<file path="src/rtl/irq_router_pkg.sv">
package irq_router_pkg;

   localparam int OFS_W = 12;

   localparam logic [OFS_W-1:0] MASK_BASE_A = 12'h200;
   localparam logic [OFS_W-1:0] MASK_BASE_B = 12'h600;
   localparam logic [OFS_W-1:0] REQ_SHIFT   = 12'h080;
   localparam logic [OFS_W-1:0] RAW_OFS     = 12'h300;
   localparam logic [OFS_W-1:0] CPU_STRIDE  = 12'h040;

   typedef enum logic [1:0] {
      KIND_NONE = 2'd0,
      KIND_MASK = 2'd1,
      KIND_REQ  = 2'd2,
      KIND_RAW  = 2'd3
   } reg_kind_e;

   typedef struct packed {
      reg_kind_e  kind;
      logic [1:0] cpu;
   } reg_sel_t;

   // Offset of a 64-bit register (bits 2:0 zero) to register kind and CPU
   function automatic reg_sel_t decode_ofs(logic [OFS_W-1:0] ofs);
      reg_sel_t         sel;
      logic [OFS_W-1:0] base;
      sel.kind = KIND_NONE;
      sel.cpu  = 2'd0;
      if (ofs == RAW_OFS) sel.kind = KIND_RAW;
      for (int c = 0; c < 4; c++) begin
         base = ((c < 2) ? MASK_BASE_A : MASK_BASE_B) + OFS_W'(c % 2) * CPU_STRIDE;
         if (ofs == base) begin
            sel.kind = KIND_MASK;
            sel.cpu  = 2'(c);
         end
         if (ofs == base + REQ_SHIFT) begin
            sel.kind = KIND_REQ;
            sel.cpu  = 2'(c);
         end
      end
      return sel;
   endfunction

endpackage

</file>
<file path="src/rtl/irq_raw_capture.sv">
module irq_raw_capture #(
   parameter int NUM_DEV    = 64,
   parameter int LEGACY_POS = 55,
   parameter bit LEGACY_EN  = 1'b1
) (
   input  logic               clk,
   input  logic               rst_n,
   input  logic [NUM_DEV-1:0] dev_irq,
   input  logic               legacy_irq,
   output logic [NUM_DEV-1:0] raw_next,
   output logic [NUM_DEV-1:0] raw_q
);

   generate
      if (LEGACY_EN) begin : g_fold
         assign raw_next = dev_irq | (NUM_DEV'(legacy_irq) << LEGACY_POS);
      end else begin : g_plain
         assign raw_next = dev_irq;
      end
   endgenerate

   always_ff @(posedge clk or negedge rst_n) begin
      if (!rst_n) raw_q <= '0;
      else        raw_q <= raw_next;
   end

endmodule

</file>
<file path="src/rtl/irq_cpu_lane.sv">
module irq_cpu_lane #(
   parameter int NUM_DEV = 64
) (
   input  logic               clk,
   input  logic               rst_n,
   input  logic               wr_en,
   input  logic [NUM_DEV-1:0] wr_val,
   input  logic [NUM_DEV-1:0] raw_next,
   output logic [NUM_DEV-1:0] mask_q,
   output logic               irq_q
);

   logic [NUM_DEV-1:0] mask_d;

   assign mask_d = wr_en ? wr_val : mask_q;

   always_ff @(posedge clk or negedge rst_n) begin
      if (!rst_n) begin
         mask_q <= '0;
         irq_q  <= 1'b0;
      end else begin
         mask_q <= mask_d;
         irq_q  <= |(mask_d & raw_next);
      end
   end

endmodule

</file>
<file path="src/rtl/irq_csr_latch.sv">
module irq_csr_latch #(
   parameter int CSR_W = 32
) (
   input  logic             clk,
   input  logic             rst_n,
   input  logic             acc_valid,
   input  logic             acc_write,
   input  logic             acc_hi,
   input  logic             acc_hit,
   input  logic [CSR_W-1:0] wdata,
   input  logic [CSR_W-1:0] rd_upper,
   output logic [CSR_W-1:0] latch_q
);

   always_ff @(posedge clk or negedge rst_n) begin
      if (!rst_n) begin
         latch_q <= '0;
      end else if (acc_valid && !acc_hi) begin
         if (acc_write)    latch_q <= wdata;
         else if (acc_hit) latch_q <= rd_upper;
      end
   end

endmodule

</file>
<file path="src/rtl/irq_router.sv">
module irq_router
   import irq_router_pkg::*;
#(
   parameter int NUM_DEV    = 64,
   parameter int NUM_CPU    = 4,
   parameter int LEGACY_POS = 55,
   parameter bit LEGACY_EN  = 1'b1,
   parameter int CSR_W      = 32
) (
   input  logic               clk,
   input  logic               rst_n,
   input  logic [NUM_DEV-1:0] dev_irq,
   input  logic               legacy_irq,
   input  logic               csr_valid,
   input  logic               csr_write,
   input  logic [OFS_W-1:2]   csr_addr,
   input  logic [CSR_W-1:0]   csr_wdata,
   output logic [CSR_W-1:0]   csr_rdata,
   output logic               csr_err,
   output logic [NUM_CPU-1:0] cpu_irq
);

   localparam int REG_W = 2 * CSR_W;

   if (NUM_CPU < 1 || NUM_CPU > 4) begin : g_bad_cpu
      $error("irq_router: NUM_CPU must lie in 1..4");
   end
   if (NUM_DEV < 1 || NUM_DEV > REG_W) begin : g_bad_dev
      $error("irq_router: NUM_DEV must lie in 1..2*CSR_W");
   end
   if (LEGACY_EN && LEGACY_POS >= NUM_DEV) begin : g_bad_pos
      $error("irq_router: LEGACY_POS outside the device range");
   end

   logic [NUM_DEV-1:0]         raw_next, raw_q;
   logic [NUM_DEV-1:0]         mask_q [NUM_CPU];
   logic [NUM_CPU*NUM_DEV-1:0] mask_flat;
   logic [NUM_CPU-1:0]         wr_en;
   logic [NUM_DEV-1:0]         wr_val;
   logic [CSR_W-1:0]           latch_q;
   logic [REG_W-1:0]           rd_full;
   logic [NUM_DEV-1:0]         sel_mask;
   reg_sel_t                   sel;
   logic                       hi, hit;

   assign hi  = csr_addr[2];
   assign sel = decode_ofs({csr_addr[OFS_W-1:3], 3'b000});
   assign hit = (sel.kind != KIND_NONE) && (int'(sel.cpu) < NUM_CPU);

   irq_raw_capture #(
      .NUM_DEV(NUM_DEV), .LEGACY_POS(LEGACY_POS), .LEGACY_EN(LEGACY_EN)
   ) u_raw (
      .clk(clk), .rst_n(rst_n), .dev_irq(dev_irq), .legacy_irq(legacy_irq),
      .raw_next(raw_next), .raw_q(raw_q)
   );

   assign wr_val = NUM_DEV'({csr_wdata, latch_q});

   generate
      for (genvar c = 0; c < NUM_CPU; c++) begin : g_lane
         assign wr_en[c] = csr_valid && csr_write && hi &&
                           (sel.kind == KIND_MASK) && (sel.cpu == 2'(c));
         irq_cpu_lane #(.NUM_DEV(NUM_DEV)) u_lane (
            .clk(clk), .rst_n(rst_n), .wr_en(wr_en[c]), .wr_val(wr_val),
            .raw_next(raw_next), .mask_q(mask_q[c]), .irq_q(cpu_irq[c])
         );
         assign mask_flat[c*NUM_DEV +: NUM_DEV] = mask_q[c];
      end
   endgenerate

   always_comb begin
      sel_mask = '0;
      for (int c = 0; c < NUM_CPU; c++) begin
         if (sel.cpu == 2'(c)) sel_mask = mask_q[c];
      end
      case (sel.kind)
         KIND_MASK: rd_full = REG_W'(sel_mask);
         KIND_REQ:  rd_full = REG_W'(sel_mask & raw_q);
         KIND_RAW:  rd_full = REG_W'(raw_q);
         default:   rd_full = '0;
      endcase
   end

   irq_csr_latch #(.CSR_W(CSR_W)) u_latch (
      .clk(clk), .rst_n(rst_n), .acc_valid(csr_valid), .acc_write(csr_write),
      .acc_hi(hi), .acc_hit(hit), .wdata(csr_wdata),
      .rd_upper(rd_full[REG_W-1:CSR_W]), .latch_q(latch_q)
   );

   assign csr_err = csr_valid && !hit && (csr_write == hi);

   always_comb begin
      csr_rdata = '0;
      if (csr_err)                      csr_rdata = '1;
      else if (csr_valid && !csr_write) csr_rdata = hi ? latch_q : rd_full[CSR_W-1:0];
   end

endmodule

</file>
<file path="config.mk">
export PLATFORM = sky130hd
export DESIGN_NAME = irq_router
export DESIGN_NICKNAME = d
export VERILOG_FILES = /design/src/rtl/irq_router_pkg.sv /design/src/rtl/irq_raw_capture.sv /design/src/rtl/irq_cpu_lane.sv /design/src/rtl/irq_csr_latch.sv /design/src/rtl/irq_router.sv
export SDC_FILE = /design/constraint.sdc
export NUM_CORES = 1
export LEC_CHECK = 0
export ABC_AREA = 1
export BUFFER_PORTS_ARGS = -buffer_cell sky130_fd_sc_hd__buf_2
export CAP_MARGIN = 20
export CELL_PAD_IN_SITES_DETAIL_PLACEMENT = 0
export CELL_PAD_IN_SITES_GLOBAL_PLACEMENT = 1
export CORE_ASPECT_RATIO = 1.25
export CORE_MARGIN = 2
export CORE_UTILIZATION = 40
export DETAILED_ROUTE_END_ITERATION = 8
export PLACE_DENSITY = 0.71
export SYNTH_ARGS = -nofsm -noshare
export SYNTH_HDL_FRONTEND = slang
export SYNTH_SLANG_ARGS = --single-unit
</file>
<file path="constraint.sdc">
create_clock -name clk -period 3.7 [get_ports clk]
set_input_delay 0 -clock clk [delete_from_list [all_inputs] [get_ports clk]]
set_output_delay 0 -clock clk [all_outputs]
set_load 0.01 [all_outputs]
</file>
Yosys cells after proc, flatten, opt, wreduce, memory -nomap -nowiden
Index checks and enable logic that the tools add are counted.
{"block": "op_classes", "eq_ne": 16, "muxes": 23, "bitwise": 6, "n_reduce_logical": 22}
{"op": "$mux W64", "count": 8}
{"op": "$and A64 B64 Y64", "count": 5}
{"op": "$reduce_or A64 Y1", "count": 4}
{"op": "$pmux W64 S3", "count": 1}
{"op": "$mux W32", "count": 5}
{"op": "$or A64 B56 Y64", "count": 1}
{"op": "$eq A9 B7 Y1 const B", "count": 5}
{"op": "$eq A9 B8 Y1 const B", "count": 4}
{"op": "$mux W4", "count": 8}
{"op": "$logic_and A1 B1 Y1", "count": 11}
{"op": "$eq A2 B2 Y1 const B", "count": 4}
{"op": "$eq A2 B1 Y1 const B", "count": 2}
{"op": "$reduce_bool A2 Y1", "count": 2}
{"op": "$logic_not A1 Y1", "count": 3}
{"op": "$logic_not A2 Y1", "count": 1}
{"op": "$mux W2", "count": 1}
{"op": "$reduce_and A2 Y1", "count": 1}
{"op": "$eq A1 B1 Y1", "count": 1}
{"block": "totals", "regBits": 356, "output_inout_bits": 37}

Longest topological paths before layout
{"block": "logic_depth", "depth_word": 20, "mapped_depth": 20, "depth_no_buf": 19}

Modules after synthesis
A second synthesis with hierarchy kept.
{"block": "unflattened", "cells_unflattened": 3177, "hier_area_um2": 21953.6}
{"module": "irq_cpu_lane", "instances": 4, "cells_per_inst": 503, "area_each_um2": 3656.0}
{"module": "irq_router", "instances": 1, "cells_per_inst": 788, "area_each_um2": 3565.9}
{"module": "irq_raw_capture", "instances": 1, "cells_per_inst": 130, "area_each_um2": 2085.8}
{"module": "irq_csr_latch", "instances": 1, "cells_per_inst": 247, "area_each_um2": 1677.9}

Worst setup path after synthesis
No wires, ideal clock.
{"block": "synth_timing", "kind": "input-to-reg", "start": "input csr_write", "end": "register g_lane[2].u_lane.irq_q", "setup_ns": 0.119, "arrival_time_ns": 1.696, "t_required_ns": 3.581, "path_slack_ns": 1.885, "cell_stages": 12, "n_path_buf": 3, "cell_sequence": "buf_2 inv_1 nor3_2 nand4_2 clkbuf_1 buf_2 o211ai_1 nand4_1 nor2_1 nand2_1 nor2_1 nand2_1"}
{"block": "synth_via", "elab_chain_cells": 7}
{"item": "start, declared", "line": "irq_router.sv:15", "text": "input logic csr_write,"}
{"item": "$logic_and A1 B1 Y1 (3 in series)", "line": "irq_router.sv:61", "text": "assign wr_en[c] = csr_valid && csr_write && hi &&"}
{"item": "$logic_and A1 B1 Y1", "line": "irq_router.sv:62", "text": "(sel.kind == KIND_MASK) && (sel.cpu == 2'(c));"}
{"item": "$mux W64", "line": "irq_cpu_lane.sv:15", "text": "assign mask_d = wr_en ? wr_val : mask_q;"}
{"item": "$and A64 B64 Y64", "line": "irq_cpu_lane.sv:23", "text": "irq_q <= |(mask_d & raw_next);"}
{"item": "$reduce_or A64 Y1", "line": "irq_cpu_lane.sv:23"}
{"item": "end signal, assigned", "line": "irq_cpu_lane.sv:23"}
{"item": "end, declared", "line": "irq_cpu_lane.sv:10", "text": "output logic irq_q"}
Every way passes these cells.
A chain may end at the register's enable or synchronous reset.

Worst setup path after layout
{"block": "layout_timing", "start": "input csr_addr[3] (netlist name)", "end": "output csr_rdata[1]"}
{"block": "layout_via", "elab_chain_cells": 18, "word_cells_on_any_way": 38}
{"item": "start, declared", "line": "irq_router.sv:16", "text": "input logic [OFS_W-1:2] csr_addr,"}
{"item": "$eq A9 B7 Y1", "line": "irq_router_pkg.sv:36", "text": "if (ofs == base + REQ_SHIFT) begin"}
{"item": "$mux W4", "line": "irq_router_pkg.sv:36"}
{"item": "$mux W4", "line": "irq_router_pkg.sv:32", "text": "if (ofs == base) begin"}
{"item": "$mux W4", "line": "irq_router_pkg.sv:36"}
{"item": "$mux W4", "line": "irq_router_pkg.sv:32"}
{"item": "$mux W4", "line": "irq_router_pkg.sv:36"}
{"item": "$mux W4", "line": "irq_router_pkg.sv:32"}
{"item": "$mux W4 (*)", "line": "irq_router_pkg.sv:36"}
{"item": "$logic_not A2 Y1", "line": "irq_router.sv:74", "text": "if (sel.cpu == 2'(c)) sel_mask = mask_q[c];"}
{"item": "$mux W64 (4 in series)", "line": "irq_router.sv:74"}
{"item": "$and A64 B64 Y64", "line": "irq_router.sv:78", "text": "KIND_REQ: rd_full = REG_W'(sel_mask & raw_q);"}
{"item": "$pmux W64 S3", "line": "irq_router.sv:76", "text": "case (sel.kind)"}
{"item": "$mux W32 (2 in series)", "line": "irq_router.sv:95", "text": "else if (csr_valid && !csr_write) csr_rdata = hi ? latch_q : rd_full[CSR_W-1:0];"}
{"item": "$mux W32 (*)", "line": "irq_router.sv:94", "text": "if (csr_err) csr_rdata = '1;"}
{"item": "end, declared", "line": "irq_router.sv:18", "text": "output logic [CSR_W-1:0] csr_rdata,"}
Mark *: on every way between the ends. The rest lies on a longest branch, timed or not.

==> impl_metrics.yaml <==
status:
  status: "finished, final reports clean"
global_route:
  grt_pass1_wl_um: 112000
  grt_use_total_pct: 28.8
  grt-ovfl-total: 0
  antenna_found_initial: 0
  grt_pass1_vias: 18700
  grt_max_degree: 87
logic_synthesis:
  syn_nets: 2756
  yosysSeqAreaShare_pct: 45.0
  yosysWarnings: 0
  syn_avg_cell_area_sq_um: 7.48
  synth_edf_count: 0
  netlist_area_sq_um: 19800
  synth_cells: 2645
  ys.flop_type: "dfrtp_1"
  synth_async_sr_flop_share_pct: 100
  ys_types: 33
  ys_ff_latch: 356
cts:
  cts.htree.levels: 2
  cts_buffers: 41
  cts_tree: "yes"
  path_clk_slew_ns: 0.06
  root_buffer: "clkbuf_16"
  cts_buffer_depth: 3
  cts.sinks: 356
  clk_latency_ns: 0.54
  ctsResizeCount: 0
placed_design:
  hpwl_um: 50100
  dp_cells: 3361
  placed_cell_area_sq_um: 21400
  port_buffers: 147
  gp_congestion: 0.860
timing:
  grt_setup_unrepaired: "no"
  slew_headroom_pct: 40.3
  fin_crit_ns: 2.90
  fin_crit_sh_pct: 78.5
  final.setup.tns_ns: 0
  fmax_ghz: 0.344
  final_max_slew_viol_count: 0
  setup_violations: 0
  fin_skew_ns: 0.0129
  timing.hold.ws_ns: 0.0316
  hold_violations: 0
  tightest_slew_ns: 0.894
drt:
  drtIter0Drc: 1462
  wl_per_cell_um: 20.8
  wirelength_um: 73300
  drc: 0
  vias_per_cell: 5.32
  ant_nets: 0
  vias: 18800
  firstDrtPassIters: 6
cells_and_area:
  fin_util_pct: 48.3
  final_common_cell: "nand2_1"
  drive_above_1_share_pct: 9.97
  nets: 2962
  final_area_sq_um: 23700
  instances_no_fill: 3530
  final_cell_mix: "nand2_1, inv_1, dfrtp_1, nand3_1, and2_1"
  syn_to_final_growth_pct: 19.7
  n_antenna_cell: 0
floorplan:
  initial_core_util_pct: 40.3
  die_height_um: 253
  io_pins: 148
  rows: 91
  die_width_um: 203
  core_sq_um: 49100
  die_area_sq_um: 51300
setup_path:
  cp.required_ns: 3.70
  path_delay_family: "buffers and inverters"
  start_kind: "primary input"
  path_class: "in2out"
  cp_common_cell: "o21ai_0"
  worstPathMaxFanout: 41
  end_kind: "output pin"
  cp_cell_sequence: "buf_2 > inv_1 > nand2_1 > nor2_1 > nand3_1 > nand2_2 > buf_4 > nor2_2 > inv_2 > buf_4 > o21ai_0 > o21ai_0 > nand2_1 > o21ai_0 > o21ai_0 > nand2_1 > buf_2"
  crit_arrival_ns: 2.90
  max_stage_delay_ns: 0.56
  rr_worst_depth: 8
  crit_buf_inv: 6
  cp_num_cells: 17
  slowest_stage: "buf_4"
power:
  p_per_area_nw_per_um2: 387
  ir_worst_vdd_v: 0.000262
  total_leakage_power_nw: 11.5
flow_run:
  maxCapViolCount: 0
hold_path:
  hp-class: "in2async"
==> per-stage QoR <==
stage / power (mW) / setup slack [ns]
finish: 9.18 / 0.796
global route: 9.52 / 0.554
CTS: 9.24 / 0.811
detailed placement: 5.07 / 0.701
global placement: 5.07 / 0.729
floorplan: 4.57 / 1.89
==> state kept, by name (all words and copies together), names as in the netlist <==
| signal | cells |
|---|---|
| g_lane.u_lane.irq_q | 4 |
| g_lane.u_lane.mask_q | 256 |
| u_latch.latch_q | 32 |
| u_raw.raw_q | 64 |
==> routing by layer <==
layer  track usage [%]  part of all wire [%]
met5                 0                     0
met4              9.47                   2.9
met3              2.68                   5.1
met2              48.4                    48
met1              39.2                    44
==> cell families after synthesis <==
group                  count (synthesis)  share of synthesized area (%)
AO/OA/AOI/OAI                        524                           16.3
flip-flops                           356                           45.0
AND/OR/NAND/NOR                     1218                           27.9
buffers and inverters                547                           10.8
==> worst reg2reg max path: cells and delay by family, from the launching register on <==
family / cells / cell delay [ns]
and+or+nand+nor: 7 / 1.06
DFF: 1 / 0.41
buffers and inverters: 1 / 0.23
==> synthesized netlist by cell type (10+ instances only) <==
| cell | count | share of area [%] |
|---|---|---|
| o21ai_0 | 134 | 3.4 |
| o211ai_1 | 54 | 2.0 |
| nor2_1 | 85 | 1.6 |
| buf_2 | 37 | 0.94 |
| a221oi_1 | 23 | 1.0 |
| clkbuf_1 | 75 | 1.4 |
| nand3_1 | 220 | 5.6 |
| a21o_1 | 15 | 0.57 |
| a22oi_1 | 31 | 1.2 |
| buf_1 | 11 | 0.21 |
| inv_1 | 401 | 7.6 |
| o21a_1 | 55 | 2.1 |
| o22ai_1 | 76 | 2.4 |
| dfrtp_1 | 356 | 45 |
| nand4_1 | 38 | 1.2 |
| o21ai_1 | 22 | 0.56 |
| buf_4 | 10 | 0.38 |
| a21oi_1 | 106 | 2.7 |
| nand2_1 | 665 | 13 |
| and2_1 | 193 | 6.1 |
==> worst paths after layout <==
path | to | from | slack [ns]
setup / recovery | csr_rdata[1] | csr_addr[3] | 0.80
hold / removal | g_lane[2].u_lane.mask_q[46] | rst_n | 0.03
setup reg to reg | g_lane[3].u_lane.irq_q | u_latch.latch_q[9] | 1.87
hold reg to reg | g_lane[0].u_lane.mask_q[43] | g_lane[0].u_lane.mask_q[43] | 0.50
max in group asynchronous | g_lane[0].u_lane.mask_q[24] | rst_n | 2.44
min in group clk | g_lane[1].u_lane.irq_q | legacy_irq | 0.14
==> what timing repair did <==
item                                   4_1_cts  5_1_grt
setup buffers                                0        0
hold buffers                                98        0
endpoints found under the hold margin      300        0
==> power by group <==
part / total (mW) / internal (mW) / switching [mW] / leakage, nW
Sequential: 4.11 / 4.02 / 0.0923 / 3.44
Combinational: 0.972 / 0.322 / 0.650 / 7.40
Clock: 4.09 / 2.39 / 1.70 / 0.653
Total: 9.18 / 6.73 / 2.45 / 11.5
==> area by class of cell <==
type                    instances  area (sq um)
well taps                     651           815
flip-flops and latches        356          8910
clock buffers                  60          1210
clock inverters                11           108
multi-input cells            1742          8800
fillers                      4905         25400
repair buffers                297          2300
inverters                     413          1550
Power figures use the tool's default switching activity.
